## config.mk

```make
export PLATFORM = sky130hd
export DESIGN_NAME = fifo_occ_monitor
export DESIGN_NICKNAME = d
export VERILOG_FILES = /design/src/rtl/fom_pkg.sv /design/src/rtl/fom_event_decode.sv /design/src/rtl/fom_level_track.sv /design/src/rtl/fom_err_log.sv /design/src/rtl/fifo_occ_monitor.sv
export SDC_FILE = /design/constraint.sdc
export NUM_CORES = 1
export LEC_CHECK = 0
export BUFFER_PORTS_ARGS = -buffer_cell sky130_fd_sc_hd__buf_2
export CORE_ASPECT_RATIO = 0.7
export CORE_MARGIN = 2
export CORE_UTILIZATION = 45
export DETAILED_ROUTE_END_ITERATION = 8
export GPL_ROUTABILITY_DRIVEN = 0
export PLACE_DENSITY = 0.71
export SLEW_MARGIN = 20
export SYNTH_ARGS = -nofsm -noshare
export SYNTH_HDL_FRONTEND = slang
export SYNTH_HIERARCHICAL = 1
export SYNTH_SLANG_ARGS = --single-unit
```

## constraint.sdc

```tcl
create_clock -name clk -period 4.9 [get_ports clk]
set_clock_uncertainty 0.15 [all_clocks]
set_input_delay 0.49 -clock clk [delete_from_list [all_inputs] [get_ports clk]]
set_output_delay 0.49 -clock clk [all_outputs]
set_load 0.1 [all_outputs]
```

## src/rtl/fom_pkg.sv

```systemverilog
package fom_pkg;

    // decoded handshake of one observed cycle
    typedef struct packed {
        logic wr_ok;   // write accepted by the FIFO
        logic rd_ok;   // read accepted by the FIFO
        logic ovf;     // write attempted while full
        logic udf;     // read attempted while empty
    } fom_evt_t;

    typedef enum logic [1:0] {
        LVL_HOLD = 2'd0,
        LVL_UP   = 2'd1,
        LVL_DOWN = 2'd2
    } lvl_step_e;

    localparam int unsigned ERR_KINDS = 2;
    localparam int unsigned ERR_OVF   = 0;
    localparam int unsigned ERR_UDF   = 1;

    function automatic lvl_step_e step_of(input logic wr_ok, input logic rd_ok);
        if (wr_ok && !rd_ok) return LVL_UP;
        if (rd_ok && !wr_ok) return LVL_DOWN;
        return LVL_HOLD;
    endfunction

endpackage

```

## src/rtl/fom_event_decode.sv

```systemverilog
module fom_event_decode
    import fom_pkg::*;
(
    input  logic     wr_en,
    input  logic     rd_en,
    input  logic     full,
    input  logic     empty,
    output fom_evt_t evt
);
    always_comb begin
        evt.wr_ok = wr_en && !full;
        evt.rd_ok = rd_en && !empty;
        evt.ovf   = wr_en && full;
        evt.udf   = rd_en && empty;
    end
endmodule

```

## src/rtl/fom_level_track.sv

```systemverilog
module fom_level_track
    import fom_pkg::*;
#(
    parameter int unsigned DEPTH = 16,
    parameter int unsigned LVL_W = $clog2(DEPTH + 1)
) (
    input  logic             clk,
    input  logic             rst,
    input  logic             clr,
    input  logic             wr_ok,
    input  logic             rd_ok,
    output logic [LVL_W-1:0] level,
    output logic [LVL_W-1:0] peak
);
    localparam logic [LVL_W-1:0] LVL_MAX = LVL_W'(DEPTH);

    logic [LVL_W-1:0] level_q, level_nxt;
    logic [LVL_W-1:0] peak_q, peak_nxt;

    always_comb begin
        level_nxt = level_q;
        unique case (step_of(wr_ok, rd_ok))
            LVL_UP:   if (level_q != LVL_MAX) level_nxt = level_q + 1'b1;
            LVL_DOWN: if (level_q != '0)      level_nxt = level_q - 1'b1;
            default:  level_nxt = level_q;
        endcase
    end

    // the mark follows the new level so it moves on the same edge
    always_comb begin
        if (clr)                      peak_nxt = level_nxt;
        else if (level_nxt > peak_q)  peak_nxt = level_nxt;
        else                          peak_nxt = peak_q;
    end

    always_ff @(posedge clk) begin
        if (rst) begin
            level_q <= '0;
            peak_q  <= '0;
        end else begin
            level_q <= level_nxt;
            peak_q  <= peak_nxt;
        end
    end

    assign level = level_q;
    assign peak  = peak_q;
endmodule

```

## src/rtl/fom_err_log.sv

```systemverilog
module fom_err_log #(
    parameter int unsigned CNT_W = 4
) (
    input  logic             clk,
    input  logic             rst,
    input  logic             clr,
    input  logic             hit,
    output logic             flag,
    output logic [CNT_W-1:0] count
);
    localparam logic [CNT_W-1:0] CNT_MAX = {CNT_W{1'b1}};

    logic             flag_q;
    logic [CNT_W-1:0] count_q;

    always_ff @(posedge clk) begin
        if (rst || clr) begin
            flag_q  <= 1'b0;
            count_q <= '0;
        end else if (hit) begin
            flag_q <= 1'b1;
            if (count_q != CNT_MAX) count_q <= count_q + 1'b1;
        end
    end

    assign flag  = flag_q;
    assign count = count_q;
endmodule

```

## src/rtl/fifo_occ_monitor.sv

```systemverilog
module fifo_occ_monitor
    import fom_pkg::*;
#(
    parameter int unsigned DEPTH = 16,
    parameter int unsigned CNT_W = 4,
    localparam int unsigned LVL_W = $clog2(DEPTH + 1)
) (
    input  logic             clk,
    input  logic             rst,
    input  logic             clr,
    input  logic             wr_en,
    input  logic             rd_en,
    input  logic             full,
    input  logic             empty,
    output logic [LVL_W-1:0] level,
    output logic [LVL_W-1:0] peak,
    output logic             ovf_flag,
    output logic             udf_flag,
    output logic [CNT_W-1:0] ovf_count,
    output logic [CNT_W-1:0] udf_count
);
    fom_evt_t             evt;
    logic [ERR_KINDS-1:0] err_hit;
    logic [ERR_KINDS-1:0] err_flag;
    logic [CNT_W-1:0]     err_cnt [ERR_KINDS];

    fom_event_decode u_decode (
        .wr_en (wr_en),
        .rd_en (rd_en),
        .full  (full),
        .empty (empty),
        .evt   (evt)
    );

    fom_level_track #(
        .DEPTH (DEPTH),
        .LVL_W (LVL_W)
    ) u_level (
        .clk   (clk),
        .rst   (rst),
        .clr   (clr),
        .wr_ok (evt.wr_ok),
        .rd_ok (evt.rd_ok),
        .level (level),
        .peak  (peak)
    );

    assign err_hit[ERR_OVF] = evt.ovf;
    assign err_hit[ERR_UDF] = evt.udf;

    for (genvar k = 0; k < ERR_KINDS; k++) begin : g_err
        fom_err_log #(
            .CNT_W (CNT_W)
        ) u_log (
            .clk   (clk),
            .rst   (rst),
            .clr   (clr),
            .hit   (err_hit[k]),
            .flag  (err_flag[k]),
            .count (err_cnt[k])
        );
    end

    assign ovf_flag  = err_flag[ERR_OVF];
    assign udf_flag  = err_flag[ERR_UDF];
    assign ovf_count = err_cnt[ERR_OVF];
    assign udf_count = err_cnt[ERR_UDF];
endmodule

```

Word-level counts from Yosys, hierarchy flattened
Index checks and enable logic that the tools add are counted.
{"block": "word_totals", "ff_bits": 20, "inputBits": 7, "out_inout_bits": 20}
{"block": "op_classes", "add_sub_neg": 4, "n_lt_le_gt_ge": 1, "eq_ne": 5, "n_mux": 12, "n_reduce_logical": 15}
{"operator": "5-bit two-way mux", "n": 4}
{"operator": "5-bit case mux with 2 select lines", "n": 1}
{"operator": "4-bit by 1-bit adder with 4-bit output, second input constant", "n": 2}
{"operator": "2-bit two-way mux", "n": 4}
{"operator": "4-bit inequality test, second input constant", "n": 2}
{"operator": "1-bit logical AND", "n": 6}
{"operator": "5-bit by 1-bit adder with 5-bit output, second input constant", "n": 1}
{"operator": "5-bit > comparator", "n": 1}
{"operator": "5-bit inequality test, second input constant", "n": 1}
{"operator": "5-bit nonzero test", "n": 1}
{"operator": "5-bit by 1-bit subtractor with 5-bit output, second input constant", "n": 1}
{"operator": "1-bit logical NOT", "n": 4}
{"operator": "2-bit AND reduction", "n": 2}
{"operator": "1-bit two-way mux", "n": 3}
{"operator": "2-bit by 1-bit equality test with 1-bit output, second input constant", "n": 1}
{"operator": "2-bit equality test, second input constant", "n": 1}
{"operator": "2-bit nonzero test", "n": 1}
{"operator": "1-bit logical OR", "n": 1}

Depth between registers and ports, before layout
Gate-level depths: netlist of run 1.
{"block": "logic_depth", "ltp_word": 13, "mapped_depth": 13}

Hierarchy
Netlist of run 1, hierarchy kept.
{"mod": "fom_level_track", "n_inst": 1, "cells_each": 93, "area_per_inst_um2": 807.0}
{"mod": "fom_err_log", "n_inst": 2, "cells_each": 24, "area_per_inst_um2": 216.5}
{"mod": "fom_event_decode", "n_inst": 1, "cells_each": 4, "area_per_inst_um2": 32.5}

Worst setup path before layout of run 1
Ideal clock, no wire load.
{"block": "synth_path", "path_kind": "reg2reg", "start": "register u_level.level_q[0] (netlist: u_level/level[0])", "end": "register u_level.peak_q[3] (netlist: u_level/peak[3])", "setup_ns": 0.125, "arrival_time_ns": 3.326, "setup_slack_ns": 1.298, "path_stages_with_launch": 12, "period_less_slack_ns": 3.602, "path_cell_list": "dfxtp_1 > inv_1 > ha_1 > or3b_4 > nor3_1 > o21ai_0 > o311ai_2 > ha_1 > or3b_2 > o41ai_4 > mux2i_1 > nor2_1"}
{"block": "synth_via", "elab_chain_cells": 5, "word_cells_on_any_way": 11, "cone_classes": "add/sub (2); order compare (1); eq/ne (1); mux (5); reduce/logical (2)"}
{"item": "start: declaration", "line_no": "fom_level_track.sv:17", "source": "logic [LVL_W-1:0] level_q, level_nxt;"}
{"item": "start signal: assignment", "line_no": "fom_level_track.sv:41", "source": "level_q <= level_nxt;"}
{"item": "5-bit by 1-bit subtractor with 5-bit output, or another cell as far along", "line_no": "fom_level_track.sv:24", "source": "LVL_DOWN: if (level_q != '0) level_nxt = level_q - 1'b1;"}
{"item": "5-bit two-way mux, on equally long branches", "line_no": "fom_level_track.sv:24, fom_level_track.sv:23"}
{"item": "5-bit case mux with 2 select lines *", "line_no": "fom_level_track.sv:22", "source": "unique case (step_of(wr_ok, rd_ok))"}
{"item": "5-bit > comparator or 5-bit two-way mux (tied branches)", "line_no": "fom_level_track.sv:32", "source": "else if (level_nxt > peak_q) peak_nxt = level_nxt;"}
{"item": "2-bit nonzero test (no line) or 5-bit two-way mux (tied branches)"}
{"item": "end signal: assignment", "line_no": "fom_level_track.sv:42", "source": "peak_q <= peak_nxt;"}
{"item": "end: declaration", "line_no": "fom_level_track.sv:18", "source": "logic [LVL_W-1:0] peak_q, peak_nxt;"}
Mark *: on every way between the ends. The rest lies on a longest branch, timed or not. The select of a mux whose other input is x is not followed.
A chain may end at the register's enable or synchronous reset.

==> out/qor.yml, run 1 <==
worstMarginPinSlew_ns: 0.591
fin_tns_setup_ns: 0
vias: 1173
antenna_cells: 0
coreArea_um2: 2740
power_uw: 606
rsz0062_at_grt: "no"
die_y_um: 48.5
wl_mm: 3.04
cts_setup_buffers: 0
synth_enable_flop_cells: 0
dieArea_um2: 3280
avgSynthCellArea_um2: 8.78
cts_tree: "yes"
synth_ff_type: "dfxtp_1"
avgRoutedWirePerCell_um: 14.7
drc: 0
area_delta_synth_final_pct: 16.5
initial_utilization_pct: 46.4
setup_viol: 0
critPathLaunchType: "primary input"
fmaxAchievable_mhz: 295
portBuffers: 26
synthCells: 145
fillCellCount: 245
post_cts_resize_count: 0
arrival_ns: 3.42
numClockSinks: 20
outcome: "finished, final reports clean"
max-vdd-ir-drop_v: 0.000363
cts_buffer_depth: 2
syn_nets: 163
cp_max_fo: 14
drv_slew: 0
required_ns: 4.92
yosysWarnings: 6
relSlewSlack_pct: 60.5
yosys_register_bits: 20
placed_area_um2: 1410
hold-worst-slack_ns: 0.327
hold_class: "register to register"
grt_pass1_wl_mm: 4.77
drt_first_iter_violations: 38
hold_viol_final: 0
cp_slowest_cell: "ha_1"
hold_buffers: 0
dp_hpwl_mm: 2.28
critPathMaxStageDelay_ns: 0.55
worstSkewPairLatency_ns: 0.26
yosysSeqAreaShare_pct: 31.5
final.min_clock_period_ns: 3.40
gr-total-overflow: 0
num_rows: 16
max-cap-violations: 0
ys_async_sr_fraction_pct: 0
root_buffer: "clkbuf_8"
synth_cell_type_count: 40
ios: 27
drt_first_pass_iters: 4
syn_area_um2: 1270
first_global_vias: 1064
antenna_found_initial: 0
die_w_um: 67.6
cp_cell_sequence: "buf_2 -> and2b_2 -> inv_1 -> ha_1 -> and4bb_2 -> o21ai_0 -> o211ai_1 -> ha_1 -> a211oi_1 -> nor2_1 -> o41ai_4 -> nor2_1 -> a211oi_1"
path_clk_slew_ns: 0.08
ant_nets: 0
vias_per_cell: 5.67
htreeDepth: 1
cts_buffers: 3
endpoint_kind: "register"
grt_start_max_net_pins: 20
track_usage_pct: 19.1
fin_crit_sh_pct: 69.3
p_leak_uw: 0.000642
finalInstanceArea_um2: 1480
p_per_area_nw_per_um2: 409
criticalPathCategory: "primary input to register"
drive_above_1_share_pct: 25.1
fin_nets: 190
## metrics by stage
step           instances  setup slack, ns  utilization [%]
2_1_floorplan        145             1.30                -
3_3_place_gp         203             1.42             51.5
3_5_place_dp         203             1.25             51.5
4_1_cts              207             1.53             54.1
5_1_grt              207             1.32             54.1
6_report             207             1.50             54.1
## synth_stat cells (all sizes together) (3+ instances only)
| cell | count | share of area (%) |
|---|---|---|
| nor2b | 5 | 2.5 |
| nor3 | 5 | 2.0 |
| a211oi | 4 | 2.4 |
| o21ai | 6 | 2.4 |
| buf | 3 | 2.2 |
| inv | 13 | 3.8 |
| nand4 | 3 | 1.5 |
| dfxtp | 20 | 31 |
| nor2 | 17 | 5.0 |
| ha | 11 | 11 |
| a21oi | 5 | 2.3 |
| mux2i | 7 | 5.5 |
| a2111oi | 4 | 3.0 |
| nand3 | 5 | 2.0 |
| nand2 | 11 | 3.2 |
## layout make-up
type                            count  area (um2)  area share, %
Clock inverter                      1        30.0           2.03
Sequential cell                    20         400           27.0
Tap cell                           36        45.0           3.04
Timing Repair Buffer               26         130           8.78
Clock buffer                        3        41.3           2.78
Multi-Input combinational cell    108         787           53.1
Inverter                           13        48.8           3.29
## layout by cell type, fill, tap and decap left out, types with 2 or more instances in the layout
cell type	synthesis	final
a2111oi_0	2	2
a2111oi_1	2	2
a211oi_1	4	4
a21oi_1	4	4
and2_2	2	2
and2b_2	2	2
buf_2	1	26
clkbuf_8	0	3
dfxtp_1	20	20
ha_1	11	11
inv_1	13	13
mux2i_1	7	7
nand2_1	11	11
nand3_1	5	5
nand4_1	3	3
nor2_1	17	17
nor2b_1	5	5
nor3_1	5	5
o211ai_1	2	2
o21a_1	2	2
o21ai_0	5	5
or3_1	2	2
## logic make-up (layout without fill, tap and decap cells)
logic type	count (synthesis)	count (layout)	share of synthesized area, %
AOI/OAI and AO/OA	30	30	19.8
adders and majority gates	11	11	10.8
buffers and inverters	17	43	6.69
DFF	20	20	31.5
muxes	7	7	5.51
and+or+nand+nor	60	60	25.8
## power breakdown
group | internal, uW | total (uW) | switching [uW] | leakage (uW)
logic | 62.7 | 252 | 190 | 0.000444
clock network | 109 | 167 | 57.8 | 0.0000357
registers | 177 | 187 | 9.91 | 0.000162
total | 349 | 606 | 257 | 0.000642
## state kept, by name, indices dropped and copies added (netlist names)
register,count
g_err.u_log/count,8
g_err.u_log/flag,2
u_level/level,5
u_level/peak,5
## final timing paths
| kind | slack (ns) | depth (start not counted) | start | to |
|---|---|---|---|---|
| setup reg to reg | 1.54 | 11 | u_level/level[0] | u_level/peak[2] |
| hold reg to reg | 0.33 | 1 | g_err[0].u_log/flag | g_err[0].u_log/flag |
| hold / removal | 0.33 | 1 | g_err[0].u_log/flag | g_err[0].u_log/flag |
| setup / recovery | 1.50 | 13 | full | u_level/peak[2] |
## critical path: cells and delay by family
kind                     cells  cell delay, ns
adder cells (fa/ha/maj)      2            0.88
buffers and inverters        2            0.14
AND/OR/NAND/NOR              4            0.68
AO/OA/AOI/OAI                5            1.21
## layer usage
metal | wire, um | vias up | GRT usage (%)
met1 | 1400 | 553 | 26.4
met3 | 167 | 6 | 4.88
li1 | - | 575 | -
met2 | 1430 | 39 | 28.8
met5 | 0 | - | 0
met4 | 43 | 0 | 6.12
Note: power is estimated with default switching activity, not from simulation.
==> run 2, diff against run 1 <==
--- a/config.mk
+++ b/config.mk
@@ -5,6 +5,7 @@
 export SDC_FILE = /design/constraint.sdc
 export NUM_CORES = 1
 export LEC_CHECK = 0
+export ABC_AREA = 1
 export BUFFER_PORTS_ARGS = -buffer_cell sky130_fd_sc_hd__buf_2
 export CORE_ASPECT_RATIO = 0.7
 export CORE_MARGIN = 2
==> constraint.sdc (replaced) <==
create_clock -name clk -period 3.25 [get_ports clk]
set_clock_uncertainty 0.15 [all_clocks]
set_input_delay 0.325 -clock clk [delete_from_list [all_inputs] [get_ports clk]]
set_output_delay 0.325 -clock clk [all_outputs]
set_load 0.1 [all_outputs]
==> out/qor.yml, run 2 <==
outcome: "finished, final reports clean"
cp_max_fo: 5
drv_slew: 0
synth_ff_type: "dfxtp_1"
fin_crit_sh_pct: 82.6
p_per_area_nw_per_um2: 643
criticalPathCategory: "register to register"
ys_async_sr_fraction_pct: 0
portBuffers: 26
hold_viol_final: 0
grt_start_max_net_pins: 13
cts_buffer_depth: 2
final.min_clock_period_ns: 2.69
synthCells: 193
avgRoutedWirePerCell_um: 10.5
p_leak_uw: 0.000792
syn_area_um2: 1310
synthTopCellsByCount: "nand2_1 (37), nor2_1 (30), inv_1 (27)"
cts_setup_buffers: 0
hold_buffers: 0
antenna_found_initial: 0
synth_top_area_share_pct: 30.7
rr_startpoint: "u_level/level[0]"
cts_buffers: 3
worstSkewPairLatency_ns: 0.26
final_common_cell: "nand2_1"
max-vdd-ir-drop_v: 0.000297
num_rows: 16
vias_per_cell: 4.84
fmaxAchievable_mhz: 372
root_buffer: "clkbuf_8"
grt_pass1_wl_mm: 4.56
yosys_register_bits: 20
arrival_ns: 2.70
dp_hpwl_mm: 2.07
initial_utilization_pct: 46.9
fillCellCount: 258
gr-total-overflow: 0
hold_path.startpoint: "rst"
worstHoldEndpoint: "u_level/level[0]"
drc: 0
yosysTopAreaCell: "dfxtp_1"
htreeDepth: 1
ant_nets: 0
drt_first_iter_violations: 85
reg2reg_slack_ns: 0.56
layout_common_cells: "nand2_1 (37), nor2_1 (30), inv_1 (27)"
ys_top_cells_by_area: "dfxtp_1 (31%), nand2_1 (11%), ha_1 (11%)"
largest_register_ff_count: 8
drt_first_pass_iters: 4
fin_nets: 241
rsz0062_at_grt: "no"
yosysWarnings: 6
fin_tns_setup_ns: 0
reg2reg_to: "u_level/peak[0]"
numClockSinks: 20
yosysSeqAreaShare_pct: 30.7
drive_above_1_share_pct: 24.3
ios: 27
track_usage_pct: 17.7
max-cap-violations: 0
vias: 1250
required_ns: 3.26
dieArea_um2: 3360
coreArea_um2: 2780
path_clk_slew_ns: 0.08
synth.most_common_cell: "nand2_1"
syn_nets: 211
synth_enable_flop_cells: 0
endpoint_kind: "register"
post_cts_resize_count: 0
multiInputGateArea_um2: 774
die_y_um: 49.1
first_global_vias: 1088
wl_mm: 2.70
setup_viol: 0
synth_cell_type_count: 22
area_delta_synth_final_pct: 18.0
worstMarginPinSlew_ns: 0.488
hold_class: "primary input to register"
r2r.worst_path.cells: 19
cts_tree: "yes"
relSlewSlack_pct: 67.7
holdPathStages: 2
avgSynthCellArea_um2: 6.77
antenna_cells: 0
seq_area_um2: 400
critPathLaunchType: "register"
power_uw: 991
die_w_um: 68.4
## run 2: cell types whose count changed after synthesis, sizes merged, moves of 3 or more
| cell | delta |
|---|---|
| nand2 | +33 |
| nor2 | +20 |
| inv | +19 |
| nand3 | +16 |
| mux2i | -7 |
| nand4 | +5 |
| nor2b | -5 |
| nor3 | -5 |
| a2111oi | -4 |
| a211oi | -4 |
| a21oi | +3 |
## run 2: cell type report
| class | count | area share [%] |
|---|---|---|
| clock buffer | 3 | 2.68 |
| timing repair buffer | 26 | 8.44 |
| inverter | 32 | 7.79 |
| multi-input combinational | 140 | 50.2 |
| clock inverter | 1 | 1.95 |
| tap | 36 | 2.92 |
| sequential | 20 | 26.0 |
## run 2: worst max-delay path, stage by stage (launching register included)
cell     delay (ns)
dfxtp_1        0.35
inv_1          0.15
ha_1           0.28
nand3_2        0.11
nand2_2        0.09
inv_2          0.06
nand2_1        0.05
nand3_1        0.07
nand2_1        0.13
inv_1          0.06
ha_1           0.27
nand2_1        0.08
nor2_1         0.14
nand2_1        0.07
nand3_1        0.08
nand2_2        0.08
nand2_1        0.14
inv_2          0.06
nor2_1         0.11
nor2_1         0.05
## run 2: how the worst max path moves through the flow
| stage | cells after the start | from | endpoint |
|---|---|---|---|
| final | 19 | u_level/level[0] | u_level/peak[0] |
| after global routing | 19 | u_level/level[0] | u_level/peak[0] |
| after CTS | 19 | u_level/level[0] | u_level/peak[0] |
| after detailed placement | 19 | wr_en | u_level/peak[0] |
| after global placement | 18 | full | u_level/peak[0] |
| after floorplan | 17 | u_level/level[0] | u_level/peak[0] |
## run 2: logic make-up (layout without fill, tap and decap cells)
logic type               after synthesis  in the layout  synth area share (%)
XOR/XNOR                               2              2                  1.34
buffers and inverters                 33             62                  10.1
adder cells (fa/ha/maj)               11             11                  10.5
AND/OR/NAND/NOR                      112            112                  40.4
AO/OA/AOI/OAI                         15             15                  6.99
flip-flops                            20             20                  30.7
## run 2: power by group
| part | switching [uW] | internal (uW) |
|---|---|---|
| clock network | 88.7 | 165 |
| logic | 342 | 103 |
| registers | 22.4 | 271 |
| total | 453 | 538 |
## run 2: metrics by stage
step / hold slack (ns) / area [um2] / std cells / setup WS (ns) / utilization [%]
2_1_floorplan: 0.242 / 1310 / 193 / 0.140 / -
3_3_place_gp: 0.310 / 1470 / 254 / 0.512 / 52.8
3_5_place_dp: 0.323 / 1470 / 254 / 0.459 / 52.8
4_1_cts: 0.202 / 1540 / 258 / 0.590 / 55.4
5_1_grt: 0.211 / 1540 / 258 / 0.368 / 55.4
6_report: 0.195 / 1540 / 258 / 0.565 / 55.4
## run 2: metal layers
layer	track usage [%]	wire length [um]
met4	4.67	25
met2	25.2	1020
met3	4.85	172
met5	0	0
met1	26.0	1480
==> run 3, diff against run 2 <==
--- a/config.mk
+++ b/config.mk
@@ -5,14 +5,14 @@
 export SDC_FILE = /design/constraint.sdc
 export NUM_CORES = 1
 export LEC_CHECK = 0
-export ABC_AREA = 1
+export ABC_AREA = 0
 export BUFFER_PORTS_ARGS = -buffer_cell sky130_fd_sc_hd__buf_2
 export CORE_ASPECT_RATIO = 0.7
 export CORE_MARGIN = 2
 export CORE_UTILIZATION = 45
 export DETAILED_ROUTE_END_ITERATION = 8
 export GPL_ROUTABILITY_DRIVEN = 0
-export PLACE_DENSITY = 0.71
+export PLACE_DENSITY = 0.73
 export SLEW_MARGIN = 20
 export SYNTH_ARGS = -nofsm -noshare
 export SYNTH_HDL_FRONTEND = slang
==> constraint.sdc (replaced) <==
create_clock -name clk -period 2.24 [get_ports clk]
set_clock_uncertainty 0.15 [all_clocks]
set_input_delay 0.224 -clock clk [delete_from_list [all_inputs] [get_ports clk]]
set_output_delay 0.224 -clock clk [all_outputs]
set_load 0.1 [all_outputs]
==> out/qor.yml, run 3 (synthesis gave the netlist of run 1 again) <==
vias: 1304
worstSkewPairLatency_ns: 0.26
rsz0062_at_grt: "yes"
fin_crit_sh_pct: 136
wl_mm: 3.58
root_buffer: "clkbuf_8"
first_global_vias: 1333
grt_start_max_net_pins: 20
die_y_um: 48.5
hold-worst-slack_ns: 0.162
area_delta_synth_final_pct: 33.9
num_rows: 16
hold_class: "primary input to register"
endpoint_kind: "register"
grt_pass1_wl_mm: 6.09
hold_viol_final: 0
relSlewSlack_pct: 67.5
gr-total-overflow: 0
setup_viol: 5
max-vdd-ir-drop_v: 0.00120
largest_register_ff_count: 8
final.min_clock_period_ns: 3.04
required_ns: 2.25
fin_ws_ns: -0.802
ant_nets: 0
vias_per_cell: 5.60
p_per_area_nw_per_um2: 814
avgRoutedWirePerCell_um: 15.4
critPathLaunchType: "register"
antenna_cells: 0
drv_slew: 0
htreeDepth: 1
layout_common_cells: "buf_2 (26), buf_4 (25), nor2_1 (17)"
drt_first_pass_iters: 4
drive_above_1_share_pct: 40.1
ios: 27
met1_usage_pct: 30.8
numClockSinks: 20
placed_area_um2: 1620
drt_first_iter_violations: 64
use_met3_pct: 6.28
grtUsageMet2_pct: 40.5
cp_max_fo: 4
power_uw: 1390
p_leak_uw: 0.000773
dieArea_um2: 3280
path_clk_slew_ns: 0.07
die_w_um: 67.6
portBuffers: 26
finalInstanceArea_um2: 1700
cts_tree: "yes"
grt.busiest_layer: "met2"
arrival_ns: 3.06
fillCellCount: 248
dp_hpwl_mm: 2.76
outcome: "finished with violations"
worstMarginPinSlew_ns: 0.491
final_common_cell: "buf_2"
fin_nets: 216
initial_utilization_pct: 46.4
track_usage_pct: 24.7
coreArea_um2: 2740
criticalPathCategory: "register to register"
cts_buffers: 3
fmaxAchievable_mhz: 329
violations: "negative setup slack"
max-cap-violations: 0
cts_buffer_depth: 2
final_util_pct: 62.1
drc: 0
antenna_found_initial: 0
run 3: metrics by stage:
stage / std cells / TNS [ns] / setup slack, ns
after floorplan: 145 / -3.38 / -0.738
after global placement: 226 / -4.53 / -0.956
after detailed placement: 226 / -5.10 / -1.08
after CTS: 233 / -3.51 / -0.725
after global routing: 233 / -4.13 / -0.851
final: 233 / -3.88 / -0.802
run 3: layer usage:
metal  routed length, um  vias to the layer above
met1                1570                      628
met3                 173                       10
met5                   0                        -
li1                    -                      626
met4                  65                        0
met2                1770                       40
run 3: worst paths after layout:
path                            start                      end  depth (start not counted)  slack, ns
setup reg to reg     u_level/level[1]          u_level/peak[2]                         12      -0.80
hold / removal                    clr  g_err[0].u_log/count[3]                          2       0.16
hold reg to reg   g_err[0].u_log/flag      g_err[0].u_log/flag                          1       0.34
setup / recovery     u_level/level[1]          u_level/peak[2]                         12      -0.80
run 3: final cells by class:
class	count	area [um2]	share of cell area [%]
clock buffer	4	55.1	3.23
inverter	13	51.3	3.01
multi-input combinational	108	810	47.5
sequential	20	414	24.3
tap	36	45.0	2.64
timing repair buffer	52	329	19.3
run 3: power breakdown:
part	internal, uW	switching [uW]	total (uW)
logic	249	462	711
clock network	156	115	272
registers	385	19.0	404
total	791	596	1390
run 3: repair_timing:
item | CTS | global route
endpoints found under the hold margin | 0 | 0
gates resized for setup | 3 | 0
hold buffers | 0 | 0
setup buffers | 3 | 0
setup endpoints to repair | 5 | 5
pin swaps | 6 | 2
run 3: critical path, cell delays in order, from the launching register on:
cell and delay [ns]:
dfxtp_4 0.35, inv_2 0.07, ha_4 0.14, or3b_4 0.40, o211ai_1 0.26, a32oi_1 0.19, ha_1 0.34, nand4_1 0.12
or3b_4 0.41, o41ai_4 0.07, buf_4 0.21, nor2_1 0.05, a211oi_1 0.19
